<file path="config.mk">
export PLATFORM = sky130hd
export DESIGN_NAME = bulk_erase_sequencer
export DESIGN_NICKNAME = d
export VERILOG_FILES = /design/src/rtl/bulk_erase_pkg.sv /design/src/rtl/flash_bus_engine.sv /design/src/rtl/erase_interval_timer.sv /design/src/rtl/bulk_erase_sequencer.sv
export SDC_FILE = /design/constraint.sdc
export NUM_CORES = 1
export LEC_CHECK = 0
export ABC_AREA = 1
export BUFFER_PORTS_ARGS = -buffer_cell sky130_fd_sc_hd__buf_2
export CORE_MARGIN = 1
export CORE_UTILIZATION = 55
export CTS_CLUSTER_DIAMETER = 200
export DETAILED_ROUTE_END_ITERATION = 10
export PLACE_DENSITY = 0.76
export SKIP_CTS_REPAIR_TIMING = 1
export SYNTH_ARGS = -nofsm -noshare
export SYNTH_HDL_FRONTEND = slang
export SYNTH_HIERARCHICAL = 1
export SYNTH_SLANG_ARGS = --single-unit
</file>
<file path="constraint.sdc">
create_clock -name clk -period 2.5 [get_ports clk]
set_input_delay 0.125 -clock clk [delete_from_list [all_inputs] [get_ports clk]]
set_output_delay 0.125 -clock clk [all_outputs]
set_load 0.01 [all_outputs]
</file>
<file path="src/rtl/bulk_erase_pkg.sv">
package bulk_erase_pkg;

  localparam int DW = 8;

  localparam logic [DW-1:0] CMD_READ    = 8'h00;
  localparam logic [DW-1:0] CMD_PROG    = 8'h40;
  localparam logic [DW-1:0] CMD_ERASE   = 8'h20;
  localparam logic [DW-1:0] CMD_VERIFY  = 8'hA0;
  localparam logic [DW-1:0] PROG_VALUE  = 8'h00;
  localparam logic [DW-1:0] ERASED_BYTE = 8'hFF;

  typedef enum logic {OP_WRITE, OP_READ} bus_op_e;

  typedef enum logic [2:0] {
    E_IDLE, E_SETUP, E_STROBE, E_HOLD, E_READ
  } eng_state_e;

  typedef enum logic [3:0] {
    S_IDLE, S_PP_CMD, S_PP_DATA, S_PP_READ,
    S_ER_ARM, S_ER_FIRE, S_ER_WAIT,
    S_VF_CMD, S_VF_READ, S_EXIT_OK, S_EXIT_ERR
  } seq_state_e;

endpackage

</file>
<file path="src/rtl/flash_bus_engine.sv">
module flash_bus_engine
  import bulk_erase_pkg::*;
#(
  parameter int ADDR_W     = 4,
  parameter int WE_LOW_CYC = 2,
  parameter int RD_CYC     = 2
) (
  input  logic              clk,
  input  logic              rst_n,
  input  logic              req,
  input  bus_op_e           req_op,
  input  logic [ADDR_W-1:0] req_addr,
  input  logic [DW-1:0]     req_data,
  output logic              ack,
  output logic [DW-1:0]     rdata,
  output logic              fl_ce_n,
  output logic              fl_we_n,
  output logic              fl_oe_n,
  output logic [ADDR_W-1:0] fl_addr,
  output logic [DW-1:0]     fl_dq_out,
  output logic              fl_dq_oe,
  input  logic [DW-1:0]     fl_dq_in
);

  localparam int MAXC = (WE_LOW_CYC > RD_CYC) ? WE_LOW_CYC : RD_CYC;
  localparam int CW   = $clog2(MAXC + 1);

  eng_state_e        st_q;
  logic [CW-1:0]     cnt_q;
  logic [ADDR_W-1:0] addr_q;
  logic [DW-1:0]     data_q;

  always_ff @(posedge clk or negedge rst_n) begin
    if (!rst_n) begin
      st_q   <= E_IDLE;
      cnt_q  <= '0;
      addr_q <= '0;
      data_q <= '0;
    end else begin
      case (st_q)
        E_IDLE: if (req) begin
          addr_q <= req_addr;
          data_q <= req_data;
          if (req_op == OP_WRITE) begin
            st_q <= E_SETUP;
          end else begin
            st_q  <= E_READ;
            cnt_q <= CW'(RD_CYC - 1);
          end
        end
        E_SETUP: begin
          st_q  <= E_STROBE;
          cnt_q <= CW'(WE_LOW_CYC - 1);
        end
        E_STROBE: begin
          if (cnt_q == '0) st_q <= E_HOLD;
          else             cnt_q <= cnt_q - 1'b1;
        end
        E_HOLD: st_q <= E_IDLE;
        E_READ: begin
          if (cnt_q == '0) st_q <= E_IDLE;
          else             cnt_q <= cnt_q - 1'b1;
        end
        default: st_q <= E_IDLE;
      endcase
    end
  end

  assign ack       = (st_q == E_HOLD) || (st_q == E_READ && cnt_q == '0);
  assign rdata     = fl_dq_in;
  assign fl_ce_n   = (st_q == E_IDLE);
  assign fl_we_n   = (st_q != E_STROBE);
  assign fl_oe_n   = (st_q != E_READ);
  assign fl_dq_oe  = (st_q == E_SETUP) || (st_q == E_STROBE) || (st_q == E_HOLD);
  assign fl_addr   = addr_q;
  assign fl_dq_out = data_q;

  // write strobe framed by setup and hold with stable address/data
  a_r9_setup_before_strobe: assert property (@(posedge clk) disable iff (!rst_n)
    $fell(fl_we_n) |-> $past(!fl_ce_n) && $past(fl_dq_oe) && $stable(fl_addr) && $stable(fl_dq_out));
  a_r9_stable_while_low: assert property (@(posedge clk) disable iff (!rst_n)
    (!fl_we_n && $past(!fl_we_n)) |-> $stable(fl_addr) && $stable(fl_dq_out) && !fl_ce_n);
  a_r9_hold_after_strobe: assert property (@(posedge clk) disable iff (!rst_n)
    $rose(fl_we_n) |-> !fl_ce_n && fl_dq_oe && $stable(fl_addr) && $stable(fl_dq_out));
  // no read while writing or while driving the data bus
  a_r11_no_contention: assert property (@(posedge clk) disable iff (!rst_n)
    !fl_oe_n |-> fl_we_n && !fl_dq_oe);

endmodule

</file>
<file path="src/rtl/erase_interval_timer.sv">
module erase_interval_timer #(
  parameter int CNT_W = 16
) (
  input  logic             clk,
  input  logic             rst_n,
  input  logic             load,
  input  logic [CNT_W-1:0] load_val,
  output logic             expire
);

  logic [CNT_W-1:0] cnt_q;

  always_ff @(posedge clk or negedge rst_n) begin
    if (!rst_n) begin
      cnt_q <= '0;
    end else if (load) begin
      cnt_q <= (load_val == '0) ? CNT_W'(1) : load_val;
    end else if (cnt_q != '0) begin
      cnt_q <= cnt_q - 1'b1;
    end
  end

  assign expire = (cnt_q == CNT_W'(1));

endmodule

</file>
<file path="src/rtl/bulk_erase_sequencer.sv">
module bulk_erase_sequencer
  import bulk_erase_pkg::*;
#(
  parameter int ADDR_W      = 4,
  parameter int ERASE_CNT_W = 16,
  parameter int PULSE_W     = 8,
  parameter int WE_LOW_CYC  = 2,
  parameter int RD_CYC      = 2
) (
  input  logic                   clk,
  input  logic                   rst_n,
  input  logic                   start,
  input  logic [ERASE_CNT_W-1:0] cfg_erase_cycles,
  input  logic [PULSE_W-1:0]     cfg_max_pulses,
  output logic                   busy,
  output logic                   done,
  output logic                   error,
  output logic                   fl_ce_n,
  output logic                   fl_we_n,
  output logic                   fl_oe_n,
  output logic [ADDR_W-1:0]      fl_addr,
  output logic [DW-1:0]          fl_dq_out,
  output logic                   fl_dq_oe,
  input  logic [DW-1:0]          fl_dq_in
);

  localparam logic [ADDR_W-1:0] LAST_ADDR = '1;

  seq_state_e             st_q;
  logic [ADDR_W-1:0]      addr_q;
  logic [PULSE_W-1:0]     pulse_q;
  logic [PULSE_W-1:0]     max_q;
  logic [ERASE_CNT_W-1:0] ecyc_q;
  logic                   done_q, err_q;

  logic          bus_req, bus_ack;
  bus_op_e       bus_op;
  logic [DW-1:0] bus_wdata, bus_rdata;
  logic          tmr_load, tmr_expire;

  always_comb begin
    bus_req   = 1'b1;
    bus_op    = OP_WRITE;
    bus_wdata = CMD_READ;
    case (st_q)
      S_PP_CMD:   bus_wdata = CMD_PROG;
      S_PP_DATA:  bus_wdata = PROG_VALUE;
      S_PP_READ:  bus_op    = OP_READ;
      S_ER_ARM,
      S_ER_FIRE:  bus_wdata = CMD_ERASE;
      S_VF_CMD:   bus_wdata = CMD_VERIFY;
      S_VF_READ:  bus_op    = OP_READ;
      S_EXIT_OK,
      S_EXIT_ERR: bus_wdata = CMD_READ;
      default:    bus_req   = 1'b0;
    endcase
  end

  assign tmr_load = (st_q == S_ER_FIRE) && bus_ack;

  always_ff @(posedge clk or negedge rst_n) begin
    if (!rst_n) begin
      st_q    <= S_IDLE;
      addr_q  <= '0;
      pulse_q <= '0;
      max_q   <= PULSE_W'(1);
      ecyc_q  <= ERASE_CNT_W'(1);
      done_q  <= 1'b0;
      err_q   <= 1'b0;
    end else begin
      case (st_q)
        S_IDLE: if (start) begin
          done_q  <= 1'b0;
          err_q   <= 1'b0;
          addr_q  <= '0;
          pulse_q <= '0;
          max_q   <= (cfg_max_pulses == '0) ? PULSE_W'(1) : cfg_max_pulses;
          ecyc_q  <= cfg_erase_cycles;
          st_q    <= S_PP_CMD;
        end
        S_PP_CMD:  if (bus_ack) st_q <= S_PP_DATA;
        S_PP_DATA: if (bus_ack) st_q <= S_PP_READ;
        S_PP_READ: if (bus_ack) begin
          if (bus_rdata != PROG_VALUE) begin
            st_q <= S_EXIT_ERR;
          end else if (addr_q == LAST_ADDR) begin
            addr_q <= '0;
            st_q   <= S_ER_ARM;
          end else begin
            addr_q <= addr_q + 1'b1;
            st_q   <= S_PP_CMD;
          end
        end
        S_ER_ARM:  if (bus_ack) st_q <= S_ER_FIRE;
        S_ER_FIRE: if (bus_ack) begin
          pulse_q <= pulse_q + 1'b1;
          st_q    <= S_ER_WAIT;
        end
        S_ER_WAIT: if (tmr_expire) st_q <= S_VF_CMD;
        S_VF_CMD:  if (bus_ack) st_q <= S_VF_READ;
        S_VF_READ: if (bus_ack) begin
          if (bus_rdata == ERASED_BYTE) begin
            if (addr_q == LAST_ADDR) begin
              st_q <= S_EXIT_OK;
            end else begin
              addr_q <= addr_q + 1'b1;
              st_q   <= S_VF_CMD;
            end
          end else if (pulse_q >= max_q) begin
            st_q <= S_EXIT_ERR;
          end else begin
            st_q <= S_ER_ARM;
          end
        end
        S_EXIT_OK: if (bus_ack) begin
          done_q <= 1'b1;
          st_q   <= S_IDLE;
        end
        S_EXIT_ERR: if (bus_ack) begin
          err_q <= 1'b1;
          st_q  <= S_IDLE;
        end
        default: st_q <= S_IDLE;
      endcase
    end
  end

  assign busy  = (st_q != S_IDLE);
  assign done  = done_q;
  assign error = err_q;

  flash_bus_engine #(
    .ADDR_W    (ADDR_W),
    .WE_LOW_CYC(WE_LOW_CYC),
    .RD_CYC    (RD_CYC)
  ) u_bus (
    .clk      (clk),
    .rst_n    (rst_n),
    .req      (bus_req),
    .req_op   (bus_op),
    .req_addr (addr_q),
    .req_data (bus_wdata),
    .ack      (bus_ack),
    .rdata    (bus_rdata),
    .fl_ce_n  (fl_ce_n),
    .fl_we_n  (fl_we_n),
    .fl_oe_n  (fl_oe_n),
    .fl_addr  (fl_addr),
    .fl_dq_out(fl_dq_out),
    .fl_dq_oe (fl_dq_oe),
    .fl_dq_in (fl_dq_in)
  );

  erase_interval_timer #(
    .CNT_W(ERASE_CNT_W)
  ) u_timer (
    .clk     (clk),
    .rst_n   (rst_n),
    .load    (tmr_load),
    .load_val(ecyc_q),
    .expire  (tmr_expire)
  );

  // the bus stays deselected through the erase interval
  a_r4_quiet_erase: assert property (@(posedge clk) disable iff (!rst_n)
    (st_q == S_ER_WAIT) |-> fl_ce_n && fl_we_n);
  // pulse count never passes the captured cap
  a_r8_pulse_cap: assert property (@(posedge clk) disable iff (!rst_n)
    busy |-> pulse_q <= max_q);
  // a start while busy does not recapture the configuration
  a_r10_start_ignored: assert property (@(posedge clk) disable iff (!rst_n)
    (busy && start) |=> $stable(max_q) && $stable(ecyc_q));
  // terminal flags are exclusive and only present when idle
  a_r10_terminal_idle: assert property (@(posedge clk) disable iff (!rst_n)
    (done || error) |-> !busy && !(done && error));
  // completion leaves the device bus idle
  a_r7_done_bus_idle: assert property (@(posedge clk) disable iff (!rst_n)
    $rose(done) |-> fl_ce_n && fl_we_n && fl_oe_n);

endmodule

</file>
==> metrics.cfg, run 1 <==
[outcome]
status=finished with violations
violations=hold timing

[critical_path]
required_ns=2.74
crit_type=flip-flop to flip-flop
crit_path_end_kind=flip-flop
worstPathArrival_ns=2.45
cp_max_fo=18
r2r_slack_ns=0.29
cp-start-kind=flip-flop

[synth]
synthDistinctLibCells=39
syn-mean-instance-area_um2=7.30
postSynthCellCount=612
yosys_warnings=6
synth-seq-cells=75
synth_top_area_share_pct=40.9
synthTopCellsByArea=dfrtp_1 (41%), nand2_1 (19%), nor2_1 (5.5%)
synth_largest_area_cell=dfrtp_1
synth_seq_area_share_pct=42.1
syn-cell-area_um2=4470

[grt]
grt_start_max_net_pins=34
grt_pass1_wl_mm=17.2
grt_pass1_vias=3956
antenna_found_initial=0
overflow=0
track_usage_pct=25.7

[pwr]
clockPowerShare_pct=16.7
p_seq_share_pct=37.2
peakVddDrop_uv=497
p_sw_share_pct=44.9
power_frac_comb_pct=46.0
switching_power_w=0.00254
total_leakage_power_nw=2.79
p_per_area_nw_per_um2=1100
power.total_w=0.00566
p_int_w=0.00312

[final_layout]
insertedDiodeCount=0
area_growth_pct=15.1
final_nets=725
num-fill-cells=688
drive_gt1_share_pct=16.6
fin_util_pct=65.8
layout.cells.non_filler=784

[timing]
worst_hold_slack_ns=-0.0189
min_period_over_period_pct=88.5
post-route-min-period_ns=2.21
tightest_slew_ns=0.775
skew_ns=0.00678
fmax_mhz=452
grt_setup_unrepaired=no
final-hold-violation-count=3
slew_headroom_pct=48.4
setup_viol=0
drv_slew=0
tns_ns=0

[clock_tree]
cts_buffer_depth=2
h-tree-depth=3
clock_sinks=75
cts_buffers=9
cts-root-buf=clkbuf_8
clkLatencyLatePin_ns=0.34
cts_tree=yes
clk_pin_slew_ns=0.07

[run]
max_cap_violations=0

[placement]
hpwlAfterDp_mm=7.62
gp_congestion=0.900
io_buffers=53
dpl.cell_count=757

[floorplan]
die_h_um=92.1
die-area_um2=8480
ios=54
initial_core_util_pct=57.2
die_w_um=92.1
rows=32
core_area_um2=7810

[routing]
dr.pass1.iters=5
dr_total_vias=4074
finalWirelength_mm=10.0
ant_nets=0
wl_per_cell_um=12.8
drt_iter0_markers=168
viasPerCell=5.20
drc=0

[hold_path]
hp-class=input pin to flip-flop

Yosys cell counts, drive strengths merged:
| master | n |
|---|---|
| or2 | 2 |
| o221ai | 1 |
| a21oi | 11 |
| a221o | 1 |
| nand3 | 47 |
| o22ai | 1 |
| nor2 | 74 |
| o31ai | 1 |
| a31oi | 1 |
| buf | 15 |
| dfstp | 2 |
| dfrtp | 73 |
| o211ai | 1 |
| xnor2 | 6 |
| nor4 | 3 |
| clkbuf | 5 |
| conb | 1 |
| ha | 13 |
| a21o | 1 |
| o21ai | 39 |
| inv | 57 |
| clkinv | 2 |
| nand2 | 237 |
| xor2 | 4 |
| nor3 | 6 |
| nand4 | 6 |
| nand3b | 2 |
kinds of logic after synthesis:
family	after synthesis	share of synthesized area [%]
other cells	1	0.0840
simple gates	377	37.3
fa+ha+maj	13	3.64
buf+inv	79	7.71
xor+xnor	10	1.96
flops	75	42.1
compound gates	57	7.20
state kept, by name (all words and copies together) (netlist names):
name,cells
u_bus/st_q,3
u_bus/fl_dq_out,8
error,1
done,1
addr_q,4
max_q,8
u_bus/cnt_q,2
st_q,4
ecyc_q,16
u_timer/cnt_q,16
pulse_q,8
u_bus/fl_addr,4
final cells by class:
| class | instances | area [um2] | area share [%] |
|---|---|---|---|
| multi-input combinational | 462 | 2260 | 43.9 |
| sequential | 75 | 1880 | 36.6 |
| timing repair buffer | 70 | 445 | 8.67 |
| inverter | 59 | 225 | 4.38 |
| clock buffer | 12 | 155 | 3.02 |
| tap | 102 | 128 | 2.48 |
| clock inverter | 4 | 48.8 | 0.950 |
worst max-delay path, stage by stage, from the launching register on:
cell and delay [ns]:
dfrtp_1 0.48, nor2_2 0.31, nand3_1 0.11, o31ai_1 0.13, nand2_2 0.15, inv_1 0.14, clkinvlp_4 0.30, nand3_2 0.23
clkinv_1 0.13, nand2_1 0.08, nand2_1 0.05
power by group through the flow:
| stage | Combinational [W] | Sequential, W | Clock, W |
|---|---|---|---|
| 2_1_floorplan | 0.00195 | 0.00205 | 0 |
| 3_3_place_gp | 0.00249 | 0.00210 | 0 |
| 3_5_place_dp | 0.00257 | 0.00213 | 0 |
| 4_1_cts | 0.00259 | 0.00211 | 0.000970 |
| 5_1_grt | 0.00300 | 0.00217 | 0.00103 |
| 6_report | 0.00261 | 0.00211 | 0.000946 |
path summary, 6_finish.rpt:
check,start,end,cells after the start
max in group asynchronous,rst_n,u_bus/cnt_q[1],3
hold reg to reg,u_bus/fl_dq_out[4],u_bus/fl_dq_out[4],2
setup reg to reg,u_bus/st_q[1],u_timer/cnt_q[0],10
hold / removal,cfg_erase_cycles[8],ecyc_q[8],3
min in group asynchronous,rst_n,ecyc_q[2],2
setup / recovery,u_bus/st_q[1],u_timer/cnt_q[0],10
routing by layer:
layer / GRT usage (%) / up-vias / part of all wire, %
met5: 0 / - / 0
met4: 9.11 / 0 / 2.2
met3: 4.23 / 23 / 3.3
met2: 46.8 / 98 / 51
met1: 30.6 / 1907 / 43
li1: - / 2046 / -
cells in the final DEF (no fill, tap or decap), types with 2 or more instances in the layout:
master / n
dlygate4sd3_1: 11
nand2_2: 8
inv_2: 3
inv_1: 54
nor2_1: 65
nor4_1: 3
clkinv_2: 2
conb_1: 5
buf_12: 2
clkbuf_8: 11
dfstp_2: 2
nand2_4: 5
buf_2: 53
ha_1: 13
nand3_2: 6
nand4_1: 6
nor3_1: 5
or2_2: 2
xnor2_1: 6
nand2_1: 224
dfrtp_1: 73
xor2_1: 4
nor2_4: 3
nand3_1: 41
o21ai_0: 37
nand3b_1: 2
a21oi_1: 11
nor2_2: 5
buf_4: 4
metrics by stage:
step           area [um2]  setup WS (ns)
6_report             5140          0.287
5_1_grt              5140         0.0315
4_1_cts              5020          0.148
3_5_place_dp         4820          0.163
3_3_place_gp         4820          0.306
2_1_floorplan        4480          0.630
Power figures use the tool's default switching activity.
==> run 2, diff against run 1 <==
--- a/config.mk
+++ b/config.mk
@@ -11,9 +11,8 @@
 export CORE_UTILIZATION = 55
 export CTS_CLUSTER_DIAMETER = 200
 export DETAILED_ROUTE_END_ITERATION = 10
-export PLACE_DENSITY = 0.76
+export PLACE_DENSITY = 0.77
 export SKIP_CTS_REPAIR_TIMING = 1
 export SYNTH_ARGS = -nofsm -noshare
 export SYNTH_HDL_FRONTEND = slang
-export SYNTH_HIERARCHICAL = 1
 export SYNTH_SLANG_ARGS = --single-unit
==> run 2 against run 1 <==
Effect of this change:
- the flow still finishes with violations (hold timing)
- sequential power shrank 10%
- flip-flop and latch count fell by 5
- area after synthesis fell by 9.8%
- count of clock-buffer cells in the layout decreased by 2
- largest power group unchanged
- critical path depth decreased by 3
- setup slack gained 0.36 ns
- synthesized cell count decreased by 12%
- core utilization rose by 1.9 points
==> metrics.cfg, run 2 <==
[synth]
syn-mean-instance-area_um2=7.52  ; was 7.30 um2
synthXorXnorAreaFrac_pct=3.26  ; was 1.96%
synthDistinctLibCells=40  ; was 39
synthMuxAreaShare_pct=0  ; unchanged
synth-seq-cells=70  ; was 75
synth_top_family_by_area=simple AND/OR/NAND/NOR gates  ; unchanged
yosys_warnings=0  ; was 6
yosys.cell_count.top_type=nand2_1  ; unchanged
synth_top_area_share_pct=42.2  ; was 40.9%
synth-main-ff-cell=dfrtp_1  ; unchanged
yosys.area_share.simple_pct=30.9  ; was 37.3%
async_flop_share_pct=100  ; unchanged
synth_largest_area_cell=dfrtp_1  ; unchanged
synth_compound_area_share_pct=9.66  ; was 7.20%
yosys.area_share.adder_pct=4.35  ; was 3.64%
synthTopCellsByArea=dfrtp_1 (42%), nand2_1 (16%), nor2_1 (6.0%)  ; was dfrtp_1 (41%), nand2_1 (19%), nor2_1 (5.5%)
postSynthCellCount=536  ; was 612
synth_commonest_cells=nand2_1 (170), dfrtp_1 (68), nor2_1 (64)  ; was nand2_1 (224), dfrtp_1 (73), nor2_1 (65)
synth-edff-count=0  ; unchanged
syn-cell-area_um2=4030  ; was 4470 um2
synth_seq_area_share_pct=43.5  ; was 42.1%

[final_layout]
final_nets=648  ; was 725
mostFrequentLayoutCell=nand2_1  ; unchanged
largest_registers=ecyc_q (16), u_timer.cnt_q (16)  ; was ecyc_q (16), u_timer/cnt_q (16)
area_growth_pct=16.6  ; was 15.1%
drive_gt1_share_pct=14.9  ; was 16.6%
insertedDiodeCount=0  ; unchanged
mostFrequentLayoutCells=nand2_1 (170), dfrtp_1 (68), nor2_1 (64), inv_1 (58), buf_2 (48)  ; was nand2_1 (224), dfrtp_1 (73), nor2_1 (65), inv_1 (54), buf_2 (53)

[hold_path]
hp-class=input pin to flip-flop  ; unchanged
min_from=cfg_erase_cycles[3]  ; was cfg_erase_cycles[8]

[critical_path]
cp_max_fo=30  ; was 18
crit_path_end_kind=flip-flop  ; unchanged
startpoint=st_q[3]  ; was u_bus/st_q[1]
crit_type=flip-flop to flip-flop  ; unchanged
worstPathArrival_ns=2.14  ; was 2.45 ns
required_ns=2.79  ; was 2.74 ns
cp-start-kind=flip-flop  ; unchanged
worstReg2RegStart=st_q[3]  ; was u_bus/st_q[1]

[clock_tree]
cts-root-buf=clkbuf_8  ; unchanged
clkLatencyLatePin_ns=0.35  ; was 0.34 ns
cts_tree=yes  ; unchanged
cts_buffer_depth=2  ; unchanged
clk_pin_slew_ns=0.08  ; was 0.07 ns
clock_sinks=70  ; was 75
h-tree-depth=3  ; unchanged
cts_buffers=9  ; unchanged

[floorplan]
initial_core_util_pct=58.0  ; was 57.2%
rows=30  ; was 32
core_area_um2=6940  ; was 7810 um2
die-area_um2=7670  ; was 8480 um2
ios=54  ; unchanged
die_h_um=87.6  ; was 92.1 um
die_w_um=87.6  ; was 92.1 um

[routing]
finalWirelength_mm=8.88  ; was 10.0 mm
drc=0  ; unchanged
dr.pass1.iters=5  ; unchanged
viasPerCell=5.07  ; was 5.20
drt_iter0_markers=143  ; was 168
ant_nets=0  ; unchanged
wl_per_cell_um=12.7  ; was 12.8 um
dr_total_vias=3552  ; was 4074

[timing]
drv_slew=0  ; unchanged
min_period_over_period_pct=74.2  ; was 88.5%
slew_headroom_pct=42.5  ; was 48.4%
worst_slack_ns=0.646  ; was 0.287 ns
tightest_slew_ns=0.862  ; was 0.775 ns
worst_hold_slack_ns=-0.00400  ; was -0.0189 ns
grt_setup_unrepaired=no  ; unchanged
setup_viol=0  ; unchanged
fmax_mhz=539  ; was 452 MHz
tns_ns=0  ; unchanged
post-route-min-period_ns=1.85  ; was 2.21 ns
final-hold-violation-count=2  ; was 3
skew_ns=0.0104  ; was 0.00678 ns

[outcome]
violations=hold timing  ; unchanged
status=finished with violations  ; unchanged

[grt]
globalRouteMet3Util_pct=5.75  ; was 4.23%
overflow=0  ; unchanged
grt_start_max_net_pins=38  ; was 34
grt_pass1_wl_mm=14.4  ; was 17.2 mm
track_usage_pct=24.7  ; was 25.7%
grt.busiest_layer=met2  ; unchanged
grt_pass1_vias=3242  ; was 3956
antenna_found_initial=0  ; unchanged
grtUsageMet1_pct=33.0  ; was 30.6%
grtUsageMet2_pct=40.9  ; was 46.8%

[pwr]
peakVddDrop_uv=790  ; was 497 uV
p_per_area_nw_per_um2=1090  ; was 1100 nW/um2
total_leakage_power_nw=2.47  ; was 2.79 nW

[placement]
io_buffers=48  ; was 53
gp_congestion=0.869  ; was 0.900
place_ws_ns=0.665  ; was 0.163 ns
hpwlAfterDp_mm=6.49  ; was 7.62 mm

[run]
max_cap_violations=0  ; unchanged

==> run 2: cell families (layout without fill, tap and decap cells) <==
family          count (synthesis)  in the layout
simple gates                  287            287
buf+inv                        78            142
compound gates                 71             71
flops                          70             70
xor+xnor                       15             15
fa+ha+maj                      14             14
other cells                     1              5
==> run 2: final cells by class <==
| class | instances | area (um2) |
|---|---|---|
| fillers | 586 | 2240 |
| multi-input cells | 392 | 1960 |
| flip-flops and latches | 70 | 1750 |
| repair buffers | 63 | 400 |
| inverters | 63 | 236 |
| clock buffers | 10 | 138 |
| well taps | 96 | 120 |
| clock inverters | 6 | 92.6 |
==> run 2: report_power, final <==
part / total [W] / internal, W / switching (W)
registers: 0.00190 / 0.00158 / 0.000324
logic: 0.00220 / 0.000782 / 0.00141
clock network: 0.00104 / 0.000593 / 0.000447
total: 0.00514 / 0.00295 / 0.00219
==> run 2: final timing paths <==
kind | end | slack, ns | cells past startpoint
max in group asynchronous | ecyc_q[0] | 1.36 | 3
setup / recovery | ecyc_q[15] | 0.65 | 7
min in group asynchronous | st_q[1] | 0.42 | 2
hold / removal | ecyc_q[3] | -0.004 | 3
setup reg to reg | ecyc_q[15] | 0.65 | 7
hold reg to reg | max_q[0] | 0.48 | 2
==> run 2: metal layers <==
metal | vias up | wire (um)
met3 | 13 | 302
met5 | - | 0
met2 | 66 | 4160
li1 | 1800 | -
met4 | 0 | 165
met1 | 1673 | 4250
==> run 2: per-stage QoR <==
| step | util [%] | std cells | instance area [um2] | power (W) |
|---|---|---|---|---|
| 2_1_floorplan | - | 540 | 4050 | 0.00351 |
| 3_3_place_gp | 62.4 | 670 | 4330 | 0.00399 |
| 3_5_place_dp | 62.4 | 670 | 4330 | 0.00407 |
| 4_1_cts | 65.7 | 686 | 4560 | 0.00514 |
| 5_1_grt | 67.7 | 700 | 4700 | 0.00558 |
| 6_report | 67.7 | 700 | 4700 | 0.00514 |
==> run 2: worst max-delay path, cell delays in order, from the launching register on <==
cell	delay, ns
dfrtp_1	0.44
nor2_1	0.20
inv_1	0.11
nor2_4	0.14
nand2_4	0.21
inv_2	0.41
nand2_1	0.14
nand2_1	0.12
==> run 3, diff against run 2 <==
==> constraint.sdc (replaced) <==
create_clock -name clk -period 1.8 [get_ports clk]
set_input_delay 0.09 -clock clk [delete_from_list [all_inputs] [get_ports clk]]
set_output_delay 0.09 -clock clk [all_outputs]
set_load 0.01 [all_outputs]
==> run 3 against run 2 <==
Effect of this change:
- first-iteration DRC count increased by 15%
- critical path depth increased by 1
- clock skew about the same
- final cell count increased by 2.3%
- hold slack got worse by 0.010 ns
- register-to-register slack got worse by 0.48 ns
- non-clock buffer count increased by 16
- the run still ends with hold timing left
- maximum frequency increased by 14%
- total power increased by 40%
- clock power increased by 33%
- count of clock-buffer cells in the layout unchanged
- sequential share of layout area decreased by 1.1 points
==> metrics.cfg, run 3 (synthesis results as in run 2) <==
[timing]
post-route-min-period_ns=1.63  ; was 1.85 ns
grt_setup_unrepaired=no  ; unchanged
worst_hold_slack_ns=-0.0143  ; was -0.00400 ns
min_period_over_period_pct=90.6  ; was 74.2%
skew_ns=0.0103  ; was 0.0104 ns
setup_viol=0  ; unchanged
drv_slew=0  ; unchanged
final-hold-violation-count=1  ; was 2
tns_ns=0  ; unchanged
fmax_mhz=613  ; was 539 MHz

[floorplan]
ios=54  ; unchanged
die_h_um=87.6  ; unchanged
rows=30  ; unchanged
initial_core_util_pct=58.0  ; unchanged
die_w_um=87.6  ; unchanged
die-area_um2=7670  ; unchanged
core_area_um2=6940  ; unchanged

[clock_tree]
cts-root-buf=clkbuf_8  ; unchanged
clkLatencyLatePin_ns=0.35  ; about the same
clk_pin_slew_ns=0.07  ; was 0.08 ns
cts_buffers=9  ; unchanged
cts_tree=yes  ; unchanged
cts_buffer_depth=2  ; unchanged
h-tree-depth=3  ; unchanged
clock_sinks=70  ; unchanged

[routing]
viasPerCell=5.11  ; was 5.07
drc=0  ; unchanged
dr.pass1.iters=4  ; was 5
drt_iter0_markers=165  ; was 143
wl_per_cell_um=12.7  ; about the same
ant_nets=0  ; unchanged
dr_total_vias=3661  ; was 3552
finalWirelength_mm=9.10  ; was 8.88 mm

[grt]
overflow=0  ; unchanged
antenna_found_initial=0  ; unchanged
grt_pass1_vias=3410  ; was 3242
track_usage_pct=25.4  ; was 24.7%
grt_start_max_net_pins=71  ; was 38
grt_pass1_wl_mm=14.9  ; was 14.4 mm

[final_layout]
layout.cells.non_filler=716  ; was 700
insertedDiodeCount=0  ; unchanged
drive_gt1_share_pct=16.3  ; was 14.9%
mostFrequentLayoutCell=nand2_1  ; unchanged
mostFrequentLayoutCells=nand2_1 (170), dfrtp_1 (68), nor2_1 (62), inv_1 (58), buf_2 (48)  ; was nand2_1 (170), dfrtp_1 (68), nor2_1 (64), inv_1 (58), buf_2 (48)
area_growth_pct=20.1  ; was 16.6%
fin_area_um2=4840  ; was 4700 um2
largest_registers=ecyc_q (16), u_timer.cnt_q (16)  ; unchanged
final_nets=664  ; was 648

[critical_path]
worstPathArrival_ns=1.86  ; was 2.14 ns
crit_path_end_kind=flip-flop  ; unchanged
cpMostUsedCell=inv_1  ; was nand2_1
required_ns=2.03  ; was 2.79 ns
cp_max_fo=5  ; was 30
crit_type=flip-flop to flip-flop  ; unchanged
slowest_delay_ns=0.40  ; was 0.44 ns
crit_slowest_cell=dfrtp_1  ; unchanged
crit_chain=inv_1 > ha_1 > inv_1 > nor2_2 > nand3_1 > and2_1 > o21ai_0 > a21oi_1  ; was nor2_1 > inv_1 > nor2_4 > nand2_4 > inv_2 > nand2_1 > nand2_1
cp-start-kind=flip-flop  ; unchanged

[outcome]
violations=hold timing  ; unchanged
status=finished with violations  ; unchanged

[pwr]
peakVddDrop_uv=1000  ; was 790 uV
total_leakage_power_nw=2.54  ; was 2.47 nW
p_per_area_nw_per_um2=1480  ; was 1090 nW/um2

[placement]
gp_congestion=0.886  ; was 0.869
io_buffers=48  ; unchanged
dpl.cell_count=680  ; was 670
hpwlAfterDp_mm=6.48  ; was 6.49 mm
placed_cell_area_um2=4420  ; was 4330 um2

[hold_path]
hp-class=input pin to flip-flop  ; unchanged

[run]
max_cap_violations=0  ; unchanged

[run 3: cell count changes in the layout (fill, tap and decap cells not counted), moves of 2 or more]
cell,before,now
clkinv_2,0,2
buf_4,0,9
dlygate4sd3_1,14,20
nor2_2,2,4
nor2_1,64,62
[run 3: through the flow]
stage	total power, W	util (%)	worst slack, ns	hold WS (ns)
floorplan	0.00488	-	0.337	-0.206
global placement	0.00564	63.6	0.154	0.144
detailed placement	0.00574	63.6	0.115	0.145
CTS	0.00715	66.7	0.0955	-0.229
global route	0.00782	69.7	0.00144	0.0108
finish	0.00717	69.7	0.169	-0.0143
[run 3: final cells by class]
cell class              instances  area [um2]
fillers                       574        2100
multi-input cells             392        1960
flip-flops and latches         70        1750
repair buffers                 79         548
inverters                      63         239
clock buffers                  10         128
well taps                      96         120
clock inverters                 6        86.3
[run 3: per-layer routing]
layer | share of wire [%] | vias to the layer above | wire, um | track usage (%)
li1 | - | 1851 | - | -
met1 | 46 | 1712 | 4200 | 32.8
met2 | 48 | 82 | 4400 | 42.8
met3 | 3.6 | 16 | 323 | 5.47
met4 | 1.9 | 0 | 176 | 7.90
met5 | 0 | - | 0 | 0
[run 3: power breakdown]
group	switching [W]	total, W	internal (W)
registers	0.000476	0.00267	0.00219
logic	0.00195	0.00312	0.00117
clock network	0.000605	0.00138	0.000778
[run 3: critical path, delay by kind of cell (launching register included)]
| family | cells | cell delay, ns |
|---|---|---|
| fa+ha+maj | 1 | 0.24 |
| flops | 1 | 0.40 |
| buf+inv | 2 | 0.22 |
| simple gates | 3 | 0.43 |
| compound gates | 2 | 0.24 |
[run 3: final timing paths]
check / start / endpoint / slack [ns] / cells past startpoint
worst max-delay path: u_timer.cnt_q[0] / u_timer.cnt_q[10] / 0.17 / 8
worst min-delay path: cfg_max_pulses[7] / max_q[7] / -0.01 / 3
worst max register to register: u_timer.cnt_q[0] / u_timer.cnt_q[10] / 0.17 / 8
worst min register to register: u_bus.fl_dq_out[7] / u_bus.fl_dq_out[7] / 0.48 / 2
max in group asynchronous: rst_n / ecyc_q[0] / 1.17 / 3
min in group asynchronous: rst_n / u_bus.st_q[0] / 0.27 / 3
